==> src/rtl/tx_sched_pkg.sv <==
package tx_sched_pkg;
  typedef enum logic [1:0] {
    EV_NONE = 2'd0,
    EV_OK   = 2'd1,
    EV_FAIL = 2'd2
  } tx_ev_e;
endpackage

==> src/rtl/tx_mbox_slot.sv <==
module tx_mbox_slot #(
  parameter int ID_W   = 11,
  parameter int RANK_W = 2
) (
  input  logic              clk_i,
  input  logic              rst_ni,
  input  logic              load_i,
  input  logic [ID_W-1:0]   id_i,
  input  logic [RANK_W-1:0] rank_i,
  input  logic              drop_i,
  input  logic              shift_i,
  input  logic              ok_i,
  input  logic              fail_i,
  output logic              pend_o,
  output logic [ID_W-1:0]   id_o,
  output logic [RANK_W-1:0] rank_o,
  output logic              ok_o,
  output logic              fail_o
);
  always_ff @(posedge clk_i or negedge rst_ni) begin
    if (!rst_ni) begin
      pend_o <= 1'b0;
      id_o   <= '0;
      rank_o <= '0;
      ok_o   <= 1'b0;
      fail_o <= 1'b0;
    end else if (load_i) begin
      pend_o <= 1'b1;
      id_o   <= id_i;
      rank_o <= rank_i;
      ok_o   <= 1'b0;
      fail_o <= 1'b0;
    end else begin
      if (drop_i)  pend_o <= 1'b0;
      if (shift_i) rank_o <= rank_o - RANK_W'(1);
      if (ok_i)    ok_o   <= 1'b1;
      if (fail_i)  fail_o <= 1'b1;
    end
  end
endmodule

==> src/rtl/tx_prio_pick.sv <==
module tx_prio_pick #(
  parameter int N_MBOX = 3,
  parameter int ID_W   = 11,
  parameter int RANK_W = 2,
  parameter int IDX_W  = 2
) (
  input  logic                     fifo_mode_i,
  input  logic [N_MBOX-1:0]        pend_i,
  input  logic [N_MBOX*ID_W-1:0]   id_i,
  input  logic [N_MBOX*RANK_W-1:0] rank_i,
  output logic [IDX_W-1:0]         win_o
);
  logic            found;
  logic [ID_W-1:0] best_id;

  always_comb begin
    found   = 1'b0;
    best_id = '0;
    win_o   = '0;
    for (int i = 0; i < N_MBOX; i++) begin
      if (pend_i[i]) begin
        if (fifo_mode_i) begin
          if (rank_i[i*RANK_W +: RANK_W] == '0) win_o = IDX_W'(i);
        end else if (!found || id_i[i*ID_W +: ID_W] < best_id) begin
          // strict less-than keeps the lower index on a tie
          found   = 1'b1;
          best_id = id_i[i*ID_W +: ID_W];
          win_o   = IDX_W'(i);
        end
      end
    end
  end
endmodule

==> src/rtl/tx_mbox_sched.sv <==
module tx_mbox_sched
  import tx_sched_pkg::*;
#(
  parameter int N_MBOX = 3,
  parameter int ID_W   = 11,
  localparam int IDX_W = (N_MBOX > 1) ? $clog2(N_MBOX) : 1
) (
  input  logic                   clk_i,
  input  logic                   rst_ni,
  input  logic                   fifo_mode_i,
  input  logic                   no_retx_i,
  input  logic [N_MBOX-1:0]      req_i,
  input  logic [N_MBOX*ID_W-1:0] req_id_i,
  input  logic                   eng_idle_i,
  input  logic                   tx_ok_i,
  input  logic                   arb_lost_i,
  input  logic                   tx_err_i,
  output logic                   start_o,
  output logic [IDX_W-1:0]       sel_idx_o,
  output logic [N_MBOX-1:0]      pend_o,
  output logic [N_MBOX-1:0]      done_ok_o,
  output logic [N_MBOX-1:0]      done_fail_o
);
  localparam int RANK_W = IDX_W;

  logic                     busy_q;
  tx_ev_e                   ev;
  logic                     grant;
  logic [IDX_W-1:0]         win;
  logic [N_MBOX-1:0]        load, rel, shift, mark_ok, mark_fail;
  logic [RANK_W-1:0]        rel_rank;
  logic [N_MBOX*RANK_W-1:0] load_rank, rank_flat;
  logic [N_MBOX*ID_W-1:0]   id_flat;
  int unsigned              base_cnt, lower_cnt;

  always_comb begin
    ev = EV_NONE;
    if (busy_q) begin
      if (tx_ok_i)                  ev = EV_OK;
      else if (arb_lost_i || tx_err_i) ev = EV_FAIL;
    end
  end

  assign grant = !busy_q && eng_idle_i && (|pend_o);

  always_comb begin
    rel_rank = '0;
    for (int i = 0; i < N_MBOX; i++) begin
      rel[i] = busy_q && (sel_idx_o == IDX_W'(i)) &&
               (ev == EV_OK || (ev == EV_FAIL && no_retx_i));
      mark_ok[i]   = rel[i] && (ev == EV_OK);
      mark_fail[i] = rel[i] && (ev == EV_FAIL);
      if (rel[i]) rel_rank = rank_flat[i*RANK_W +: RANK_W];
    end
    for (int i = 0; i < N_MBOX; i++)
      shift[i] = (|rel) && pend_o[i] && !rel[i] &&
                 (rank_flat[i*RANK_W +: RANK_W] > rel_rank);
  end

  // a new request queues behind every mailbox still pending after this edge
  always_comb begin
    base_cnt  = 0;
    lower_cnt = 0;
    for (int i = 0; i < N_MBOX; i++)
      if (pend_o[i] && !rel[i]) base_cnt++;
    for (int i = 0; i < N_MBOX; i++) begin
      load[i] = req_i[i] && !pend_o[i];
      load_rank[i*RANK_W +: RANK_W] = RANK_W'(base_cnt + lower_cnt);
      if (load[i]) lower_cnt++;
    end
  end

  for (genvar g = 0; g < N_MBOX; g++) begin : g_slot
    tx_mbox_slot #(.ID_W(ID_W), .RANK_W(RANK_W)) u_slot (
      .clk_i  (clk_i),
      .rst_ni (rst_ni),
      .load_i (load[g]),
      .id_i   (req_id_i[g*ID_W +: ID_W]),
      .rank_i (load_rank[g*RANK_W +: RANK_W]),
      .drop_i (rel[g]),
      .shift_i(shift[g]),
      .ok_i   (mark_ok[g]),
      .fail_i (mark_fail[g]),
      .pend_o (pend_o[g]),
      .id_o   (id_flat[g*ID_W +: ID_W]),
      .rank_o (rank_flat[g*RANK_W +: RANK_W]),
      .ok_o   (done_ok_o[g]),
      .fail_o (done_fail_o[g])
    );
  end

  tx_prio_pick #(.N_MBOX(N_MBOX), .ID_W(ID_W), .RANK_W(RANK_W), .IDX_W(IDX_W)) u_pick (
    .fifo_mode_i(fifo_mode_i),
    .pend_i     (pend_o),
    .id_i       (id_flat),
    .rank_i     (rank_flat),
    .win_o      (win)
  );

  always_ff @(posedge clk_i or negedge rst_ni) begin
    if (!rst_ni) begin
      busy_q    <= 1'b0;
      start_o   <= 1'b0;
      sel_idx_o <= '0;
    end else begin
      start_o <= grant;
      if (grant) begin
        busy_q    <= 1'b1;
        sel_idx_o <= win;
      end else if (ev != EV_NONE) begin
        busy_q <= 1'b0;
      end
    end
  end
endmodule

==> config.mk <==
export PLATFORM = sky130hd
export DESIGN_NAME = tx_mbox_sched
export DESIGN_NICKNAME = d
export VERILOG_FILES = /design/src/rtl/tx_sched_pkg.sv /design/src/rtl/tx_mbox_slot.sv /design/src/rtl/tx_prio_pick.sv /design/src/rtl/tx_mbox_sched.sv
export SDC_FILE = /design/constraint.sdc
export NUM_CORES = 1
export LEC_CHECK = 0
export BUFFER_PORTS_ARGS = -buffer_cell sky130_fd_sc_hd__buf_2
export CAP_MARGIN = 20
export CELL_PAD_IN_SITES_DETAIL_PLACEMENT = 1
export CELL_PAD_IN_SITES_GLOBAL_PLACEMENT = 1
export CORE_MARGIN = 2
export CORE_UTILIZATION = 40
export CTS_CLUSTER_DIAMETER = 80
export CTS_CLUSTER_SIZE = 16
export DETAILED_ROUTE_END_ITERATION = 10
export GPL_TIMING_DRIVEN = 0
export HOLD_SLACK_MARGIN = 0.08
export PLACE_DENSITY = 0.81
export SLEW_MARGIN = 20
export SYNTH_ARGS = -nofsm -noshare
export SYNTH_HDL_FRONTEND = slang
export SYNTH_HIERARCHICAL = 1
export SYNTH_SLANG_ARGS = --single-unit
==> constraint.sdc <==
create_clock -name clk_i -period 4.48 [get_ports clk_i]
set_input_delay 0.224 -clock clk_i [delete_from_list [all_inputs] [get_ports clk_i]]
set_output_delay 0.224 -clock clk_i [all_outputs]
set_load 0.02 [all_outputs]
Word level (Yosys, flattened, before mapping)
Cells that the tools add are included.
Widths: inputs -> output; s select.
{"block": "word_totals", "inputBits": 44, "regBits": 52, "wordCells": 152}
{"block": "classes", "n_lt_le_gt_ge": 5, "mux": 55, "n_reduce_logical": 62, "n_eq_ne": 4, "add_sub_neg": 8}
{"operator": "$mux 11", "count": 5}
{"operator": "$mux 2", "count": 21}
{"operator": "$logic_and 1x1->1", "count": 30}
{"operator": "$mux 1", "count": 29}
{"operator": "$reduce_bool 2->1", "count": 14}
{"operator": "$lt 11x11->1", "count": 2}
{"operator": "$logic_not 1->1", "count": 9}
{"operator": "$gt 2x2->1", "count": 3}
{"operator": "$logic_not 2->1", "count": 3}
{"operator": "$reduce_or 3->1", "count": 2}
{"operator": "$sub 2x1->2 const B", "count": 3}
{"operator": "$add 1x1->2 const B", "count": 2}
{"operator": "$add 2x2->2", "count": 2}
{"operator": "$eq 2x1->1 const B", "count": 2}
{"operator": "$eq 2x2->1 const B", "count": 2}
{"operator": "$logic_or 1x1->1", "count": 4}
{"operator": "$add 2x1->2 const B", "count": 1}

Logic depth before layout (Yosys ltp)
{"block": "logic_depth", "ltp_word": 17, "mapped_depth": 18}

Modules after synthesis
The synthesis kept the hierarchy.
{"module": "tx_mbox_slot", "area_each_um2": 643.1, "cells_per_inst": 42, "instances": 3}
{"module": "tx_prio_pick", "area_each_um2": 787.0, "cells_per_inst": 108, "instances": 1}
{"module": "tx_mbox_sched", "area_each_um2": 673.1, "cells_per_inst": 84, "instances": 1}

Worst setup path after synthesis
Ideal clock, no wire load.
{"block": "synth_timing", "path_type": "reg-to-reg", "from": "register g_slot[0].u_slot.pend_o", "to": "register sel_idx_o[1]", "synth_period_minus_slack_ns": 4.514, "arrival_time_ns": 4.389, "required_ns": 4.355, "setup_slack_ns": -0.034, "path_stages_with_launch": 18, "setup_time_ns": 0.125, "cell_sequence": "dfrtp_1 nor2b_1 clkbuf_1 and2_1 inv_1 ha_1 nand4_1 nor3_1 or3_1 o21ai_1 a32oi_1 ha_1 nand4_1 nor4_2 o21ai_0 or4b_4 and3_1 mux2_2"}
{"block": "synth_between", "elab_chain_cells": 11, "elab_cells_between_ends": 19, "classes_between": "2 x order compare; 11 x mux; 6 x reduce/logical"}
{"element": "start: declaration", "line": "tx_mbox_slot.sv:14", "source": "output logic pend_o,"}
{"element": "start signal: assignment", "line": "tx_mbox_slot.sv:22", "source": "pend_o <= 1'b0;"}
{"element": "start signal: assignment", "line": "tx_mbox_slot.sv:28", "source": "pend_o <= 1'b1;"}
{"element": "start signal: assignment", "line": "tx_mbox_slot.sv:34", "source": "if (drop_i) pend_o <= 1'b0;"}
{"element": "$mux 11 or $mux 1 (tied branches)", "line": "tx_prio_pick.sv:21", "source": "if (pend_i[i]) begin"}
{"element": "$lt 11x11->1 or $logic_not 1->1 (tied branches)", "line": "tx_prio_pick.sv:24", "source": "end else if (!found || id_i[i*ID_W +: ID_W] < best_id) begin"}
{"element": "$logic_or 1x1->1", "line": "tx_prio_pick.sv:24"}
{"element": "$mux 11 or $mux 1 (tied branches)", "line": "tx_prio_pick.sv:24"}
{"element": "$mux 11 or $mux 1 (tied branches)", "line": "tx_prio_pick.sv:22", "source": "if (fifo_mode_i) begin"}
{"element": "$mux 11 or $mux 1 (tied branches)", "line": "tx_prio_pick.sv:21"}
{"element": "$lt 11x11->1 or $logic_not 1->1 (tied branches)", "line": "tx_prio_pick.sv:24"}
{"element": "$logic_or 1x1->1 *", "line": "tx_prio_pick.sv:24"}
{"element": "$mux 2 *", "line": "tx_prio_pick.sv:24"}
{"element": "$mux 2 *", "line": "tx_prio_pick.sv:22"}
{"element": "$mux 2 *", "line": "tx_prio_pick.sv:21"}
{"element": "named net win[1]", "line": "tx_mbox_sched.sv:29", "source": "logic [IDX_W-1:0] win;"}
{"element": "end signal: assignment", "line": "tx_mbox_sched.sv:109", "source": "sel_idx_o <= win;"}
{"element": "end: declaration", "line": "tx_mbox_sched.sv:19", "source": "output logic [IDX_W-1:0] sel_idx_o,"}
Mark *: on every way through the listed nets, which the timed path passes. The rest lies on a longest branch.
A chain may end at the register's enable or synchronous reset.

Worst setup path in the final report
{"block": "layout_timing", "from": "register g_slot[0].u_slot.pend_o", "to": "register sel_idx_o[0]"}
{"block": "layout_between", "elab_chain_cells": 11, "elab_cells_between_ends": 23, "classes_between": "2 x order compare; 15 x mux; 6 x reduce/logical"}
{"element": "$mux 11 or $mux 1 (tied branches)", "line": "tx_prio_pick.sv:21"}
{"element": "$lt 11x11->1 or $logic_not 1->1 (tied branches)", "line": "tx_prio_pick.sv:24"}
{"element": "$logic_or 1x1->1", "line": "tx_prio_pick.sv:24"}
{"element": "$mux 11 or $mux 1 (tied branches)", "line": "tx_prio_pick.sv:24"}
{"element": "$mux 11 or $mux 1 (tied branches)", "line": "tx_prio_pick.sv:22"}
{"element": "$mux 11 or $mux 1 (tied branches)", "line": "tx_prio_pick.sv:21"}
{"element": "$lt 11x11->1 or $logic_not 1->1 (tied branches)", "line": "tx_prio_pick.sv:24"}
{"element": "$logic_or 1x1->1", "line": "tx_prio_pick.sv:24"}
{"element": "$mux 2", "line": "tx_prio_pick.sv:24"}
{"element": "$mux 2", "line": "tx_prio_pick.sv:22"}
{"element": "$mux 2 *", "line": "tx_prio_pick.sv:21"}
{"element": "named net win[0]", "line": "tx_mbox_sched.sv:29"}
Marked as above.

==> results.md <==
Run status:
- The checks that failed: setup timing.
- The run finished, with violations left.

Floorplan:
- From bottom edge to top edge, the die measures a little under 100 um.
- The core region is between 8000 and 9000 um2.
- The number of top-level pins is 56.
- In this run the core area contains 33 standard-cell rows.
- The die is 96.05 um wide.
- The initial cell density of the core is 0.4125.
- The die covers between 9000 and 10000 um2.

Routing:
- Summed over all layers, the routed wires come to between 9000 and 10000 um.
- In the routed design, unresolved DRC markers number 0.
- The detail route stage leaves a number of antenna-violating nets equal to 0.
- Detailed routing inserted a total of between 2k and 3k vias.
- The detailed router's first-iteration violation count is 140.
- After detailed routing, the average wire length per cell comes to approximately 19 um.
- In the routed layout, each cell is associated on average with a via count of between 5 and 6.
- The first detailed-routing pass took 5 iterations.

Clocking:
- The TritonCTS buffer count is 5.
- The CTS tree is yes.
- The clock latency on the worst-skew pair is 0.31 ns.
- The number of levels in the clock H-tree is 2.
- The clock root buffer is sky130_fd_sc_hd__clkbuf_8.
- The clock transition at the registers of the reported paths is 0.11 ns.
- The clock passes through at most 2 buffers.
- The clock net in this run drives a total of 52 sinks.

GRT:
- The initial antenna violation count was 0.
- For this run, the total global-route usage over all layers was measured as 0.1875.
- The global-route wire length before repair is between 10000 and 15000 um.
- The pin count of the biggest net entering global routing is 53.
- The number of global-route vias before repair is around 2.7k.
- Summed over all layers, the global routing overflow is 0.

Min path:
- The tightest min-delay check is of the in -> reg type.

Layout:
- The area added between synthesis and finish is 23.96%.
- The number of nets in the final layout is around 470.
- The number of antenna diodes in the final layout is 0.
- Of the cells placed in the final design, the portion with a size suffix greater than 1 is 0.4036.
- The finished cells cover 4202 um2.

Run:
- Across the run, the number of max-cap violations was 0.

Logic synthesis:
- The number of warnings issued by yosys is 6.
- Yosys mapped the design onto 57 distinct sky130hd cell types.
- By area the synthesized netlist is led by sky130_fd_sc_hd__dfrtp_1, sky130_fd_sc_hd__ha_1, sky130_fd_sc_hd__mux2_2.
- In this run, synthesis produced a sequential element count of 52.
- The synthesized cell area is between 3000 and 4000 um2.
- Synthesis produced a netlist with a net count of between 300 and 400.
- Synthesis handed over a netlist of about 320 instances.
- The average size of a mapped cell is ~11 um2.
- Of the synthesized area, sequential elements account for 0.3839.
- The area fraction of the dominant cell type after synthesis is 0.3839.
- The cell taking the most area after synthesis is sky130_fd_sc_hd__dfrtp_1.
- For this run, asynchronously set or reset flops after synthesis account for 1.000.
- The dominant register cell in the synthesized netlist is sky130_fd_sc_hd__dfrtp_1.
- The number of enable flip-flop cells after synthesis is 0.

Critical path:
- Of all nets on the critical path, the largest fanout is 7.
- The nature of the critical path startpoint is a flip-flop.
- The worst setup path is captured at a flip-flop.
- Across all register-to-register paths, the minimum setup slack is -0.06 ns.
- The arrival time reported for the critical path endpoint is 4.78 ns.
- The critical path in this run is classified as reg -> reg.
- The data required time of the critical path is between 4 and 5 ns.

Pwr:
- The total power of the final layout is approximately 3.2 mW.
- The reported net switching power is roughly 1.4 mW.
- The leakage power figure is about 1.8 nW.
- The net switching fraction of the power is 0.4473.
- Of the total power, registers draw 0.296.
- Cell internal power was estimated by the tool at 1.761 mW.
- The power density over cell area is ~760 nW/um2.
- Of the total power, the clock network draws 0.089.
- The share of total power dissipated in combinational logic is 0.615.
- IR analysis of the VDD net gives a maximum drop of between 0.2 and 0.3 mV.

Placement:
- The area of placed instances is around 3800 um2.
- The placed wire-length estimate is 6303 um.
- The number of buffers added on ports is 55.
- The global placer's final weighted congestion is slightly below 0.9.
- OpenSTA, run right after detailed placement, puts the worst setup slack at -0.5852 ns.

STA:
- Setup slack on the critical path of the routed design comes to -0.05879 ns.
- The headroom to the max-slew limit is 0.4262.
- Setup repair after global routing could not meet its margin everywhere.
- Setup violations remaining at the end of the flow were counted as 2.
- The final-report hold violation count was 0.
- The post-layout minimum cycle time is ~4.5 ns.
- The worst clock skew is between 0.01 and 0.015 ns.
- Of the available clock period, the critical path in the final layout requires 1.013.
- At the pin with the least slew margin, the transition time is 0.8390 ns.
- For this run, the top clock speed supported by timing is approximately 0.22 GHz.
- Final hold analysis gives a worst-case slack of 0.1385 ns.
- The number of max-slew violations in the final report is 0.
-- metal layers --
metal / up-vias / wire, um / GRT usage
li1: 1298 / - / -
met1: 1419 / 4277 / 0.2654
met5: - / 0 / 0
met4: 0 / 289 / 0.06190
met2: 79 / 4757 / 0.2986
met3: 24 / 347 / 0.02114
-- area by class of cell --
| class | count | area, um2 |
|---|---|---|
| Fill cell | 919 | 4015 |
| Timing Repair Buffer | 68 | 399.1 |
| Multi-Input combinational cell | 231 | 2067 |
| Clock buffer | 5 | 68.82 |
| Buffer | 11 | 117.6 |
| Tap cell | 105 | 131.4 |
| Sequential cell | 52 | 1303 |
| Inverter | 24 | 90.09 |
| Clock inverter | 3 | 25.02 |
-- power by group through the flow --
stage / Clock, mW / Sequential [mW] / Combinational (mW)
3_5_place_dp: 0 / 0.929 / 1.54
6_report: 0.285 / 0.943 / 1.96
5_1_grt: 0.315 / 0.977 / 2.12
4_1_cts: 0.299 / 0.912 / 1.62
2_1_floorplan: 0 / 0.902 / 1.12
3_3_place_gp: 0 / 0.920 / 1.46
-- logic make-up (layout without fill, tap and decap cells) --
logic type | count (synthesis) | after routing | share of synthesized area
buffers and inverters | 35 | 111 | 0.05795
AO/OA/AOI/OAI | 61 | 61 | 0.1362
adder cells (fa/ha/maj) | 28 | 28 | 0.1034
AND/OR/NAND/NOR | 98 | 98 | 0.1643
multiplexers | 37 | 37 | 0.1362
flip-flops | 52 | 52 | 0.3839
XOR/XNOR | 7 | 7 | 0.01809
-- state kept, by name, indices dropped and copies added (netlist names) --
| name | count |
|---|---|
| g_slot.u_slot/id_o | 33 |
| g_slot.u_slot/rank_o | 6 |
| g_slot.u_slot/fail_o | 3 |
| g_slot.u_slot/ok_o | 3 |
| g_slot.u_slot/pend_o | 3 |
| sel_idx_o | 2 |
| busy_q | 1 |
| start_o | 1 |
-- worst paths after layout --
check	from	end	cells past startpoint
worst max-delay path	g_slot[0].u_slot/pend_o$_DFFE_PN0P_	sel_idx_o[0]$_DFFE_PN0P_	19
worst min-delay path	req_id_i[0]	g_slot[0].u_slot/id_o[0]$_DFFE_PN0P_	2
worst max register to register	g_slot[0].u_slot/pend_o$_DFFE_PN0P_	sel_idx_o[0]$_DFFE_PN0P_	19
worst min register to register	g_slot[2].u_slot/fail_o$_DFFE_PN0P_	g_slot[2].u_slot/fail_o$_DFFE_PN0P_	2
max in group asynchronous	rst_ni	g_slot[0].u_slot/pend_o$_DFFE_PN0P_	2
min in group asynchronous	rst_ni	g_slot[0].u_slot/ok_o$_DFFE_PN0P_	2
-- layout by cell type, fill, tap and decap left out, drive strengths merged, types with 4 or more instances in the layout --
cell,synthesis,layout
buf,9,76
dfrtp,52,52
mux2,34,34
ha,28,28
nor2,26,26
inv,24,26
o21ai,18,18
nand2,15,15
nor2b,10,10
a32oi,10,10
and2,10,10
a21oi,8,8
nor3,7,7
clkbuf,2,7
xnor2,5,5
nor4b,4,4
a221o,4,4
nand4,4,4
-- synth_stat cells, types with 8 or more instances --
master and instances:
sky130_fd_sc_hd__o21ai_0 15, sky130_fd_sc_hd__mux2_2 22, sky130_fd_sc_hd__ha_1 28, sky130_fd_sc_hd__nor2_1 26
sky130_fd_sc_hd__a32oi_1 10, sky130_fd_sc_hd__inv_1 24, sky130_fd_sc_hd__mux2_4 12, sky130_fd_sc_hd__and2_1 10
sky130_fd_sc_hd__dfrtp_1 52, sky130_fd_sc_hd__nor2b_1 10, sky130_fd_sc_hd__nand2_1 15, sky130_fd_sc_hd__a21oi_1 8
-- per-stage QoR --
step | setup TNS [ns] | util | instances
6_report | -0.08780 | 0.5113 | 499
5_1_grt | -0.3560 | 0.5113 | 499
4_1_cts | 0 | 0.4817 | 491
3_5_place_dp | -1.125 | 0.4628 | 478
3_3_place_gp | -1.004 | 0.4625 | 478
2_1_floorplan | 0 | - | 318
-- worst max-delay path, cell delays in order (launching register included) --
cell,delay (ns)
sky130_fd_sc_hd__dfrtp_2,0.41
sky130_fd_sc_hd__nor2b_4,0.23
sky130_fd_sc_hd__buf_8,0.14
sky130_fd_sc_hd__and2_4,0.16
sky130_fd_sc_hd__inv_2,0.05
sky130_fd_sc_hd__ha_4,0.23
sky130_fd_sc_hd__nand4_1,0.20
sky130_fd_sc_hd__o21ai_2,0.10
sky130_fd_sc_hd__or3_4,0.41
sky130_fd_sc_hd__o21ai_4,0.29
sky130_fd_sc_hd__buf_6,0.17
sky130_fd_sc_hd__a32oi_2,0.10
sky130_fd_sc_hd__ha_1,0.33
sky130_fd_sc_hd__nand4_1,0.19
sky130_fd_sc_hd__nor4_2,0.34
sky130_fd_sc_hd__o21ai_1,0.11
sky130_fd_sc_hd__or4b_4,0.53
sky130_fd_sc_hd__a221oi_2,0.31
sky130_fd_sc_hd__nand2_1,0.08
sky130_fd_sc_hd__o21ai_1,0.10
-- repair_timing --
action,in CTS,in global routing
pin swaps,2,16
setup buffers,4,7
hold buffers,1,0
gates resized for setup,6,33
hold endpoints to repair,52,0
endpoints found under the setup margin,2,2
cloned,0,1
Note: power is estimated with default switching activity, not from simulation.
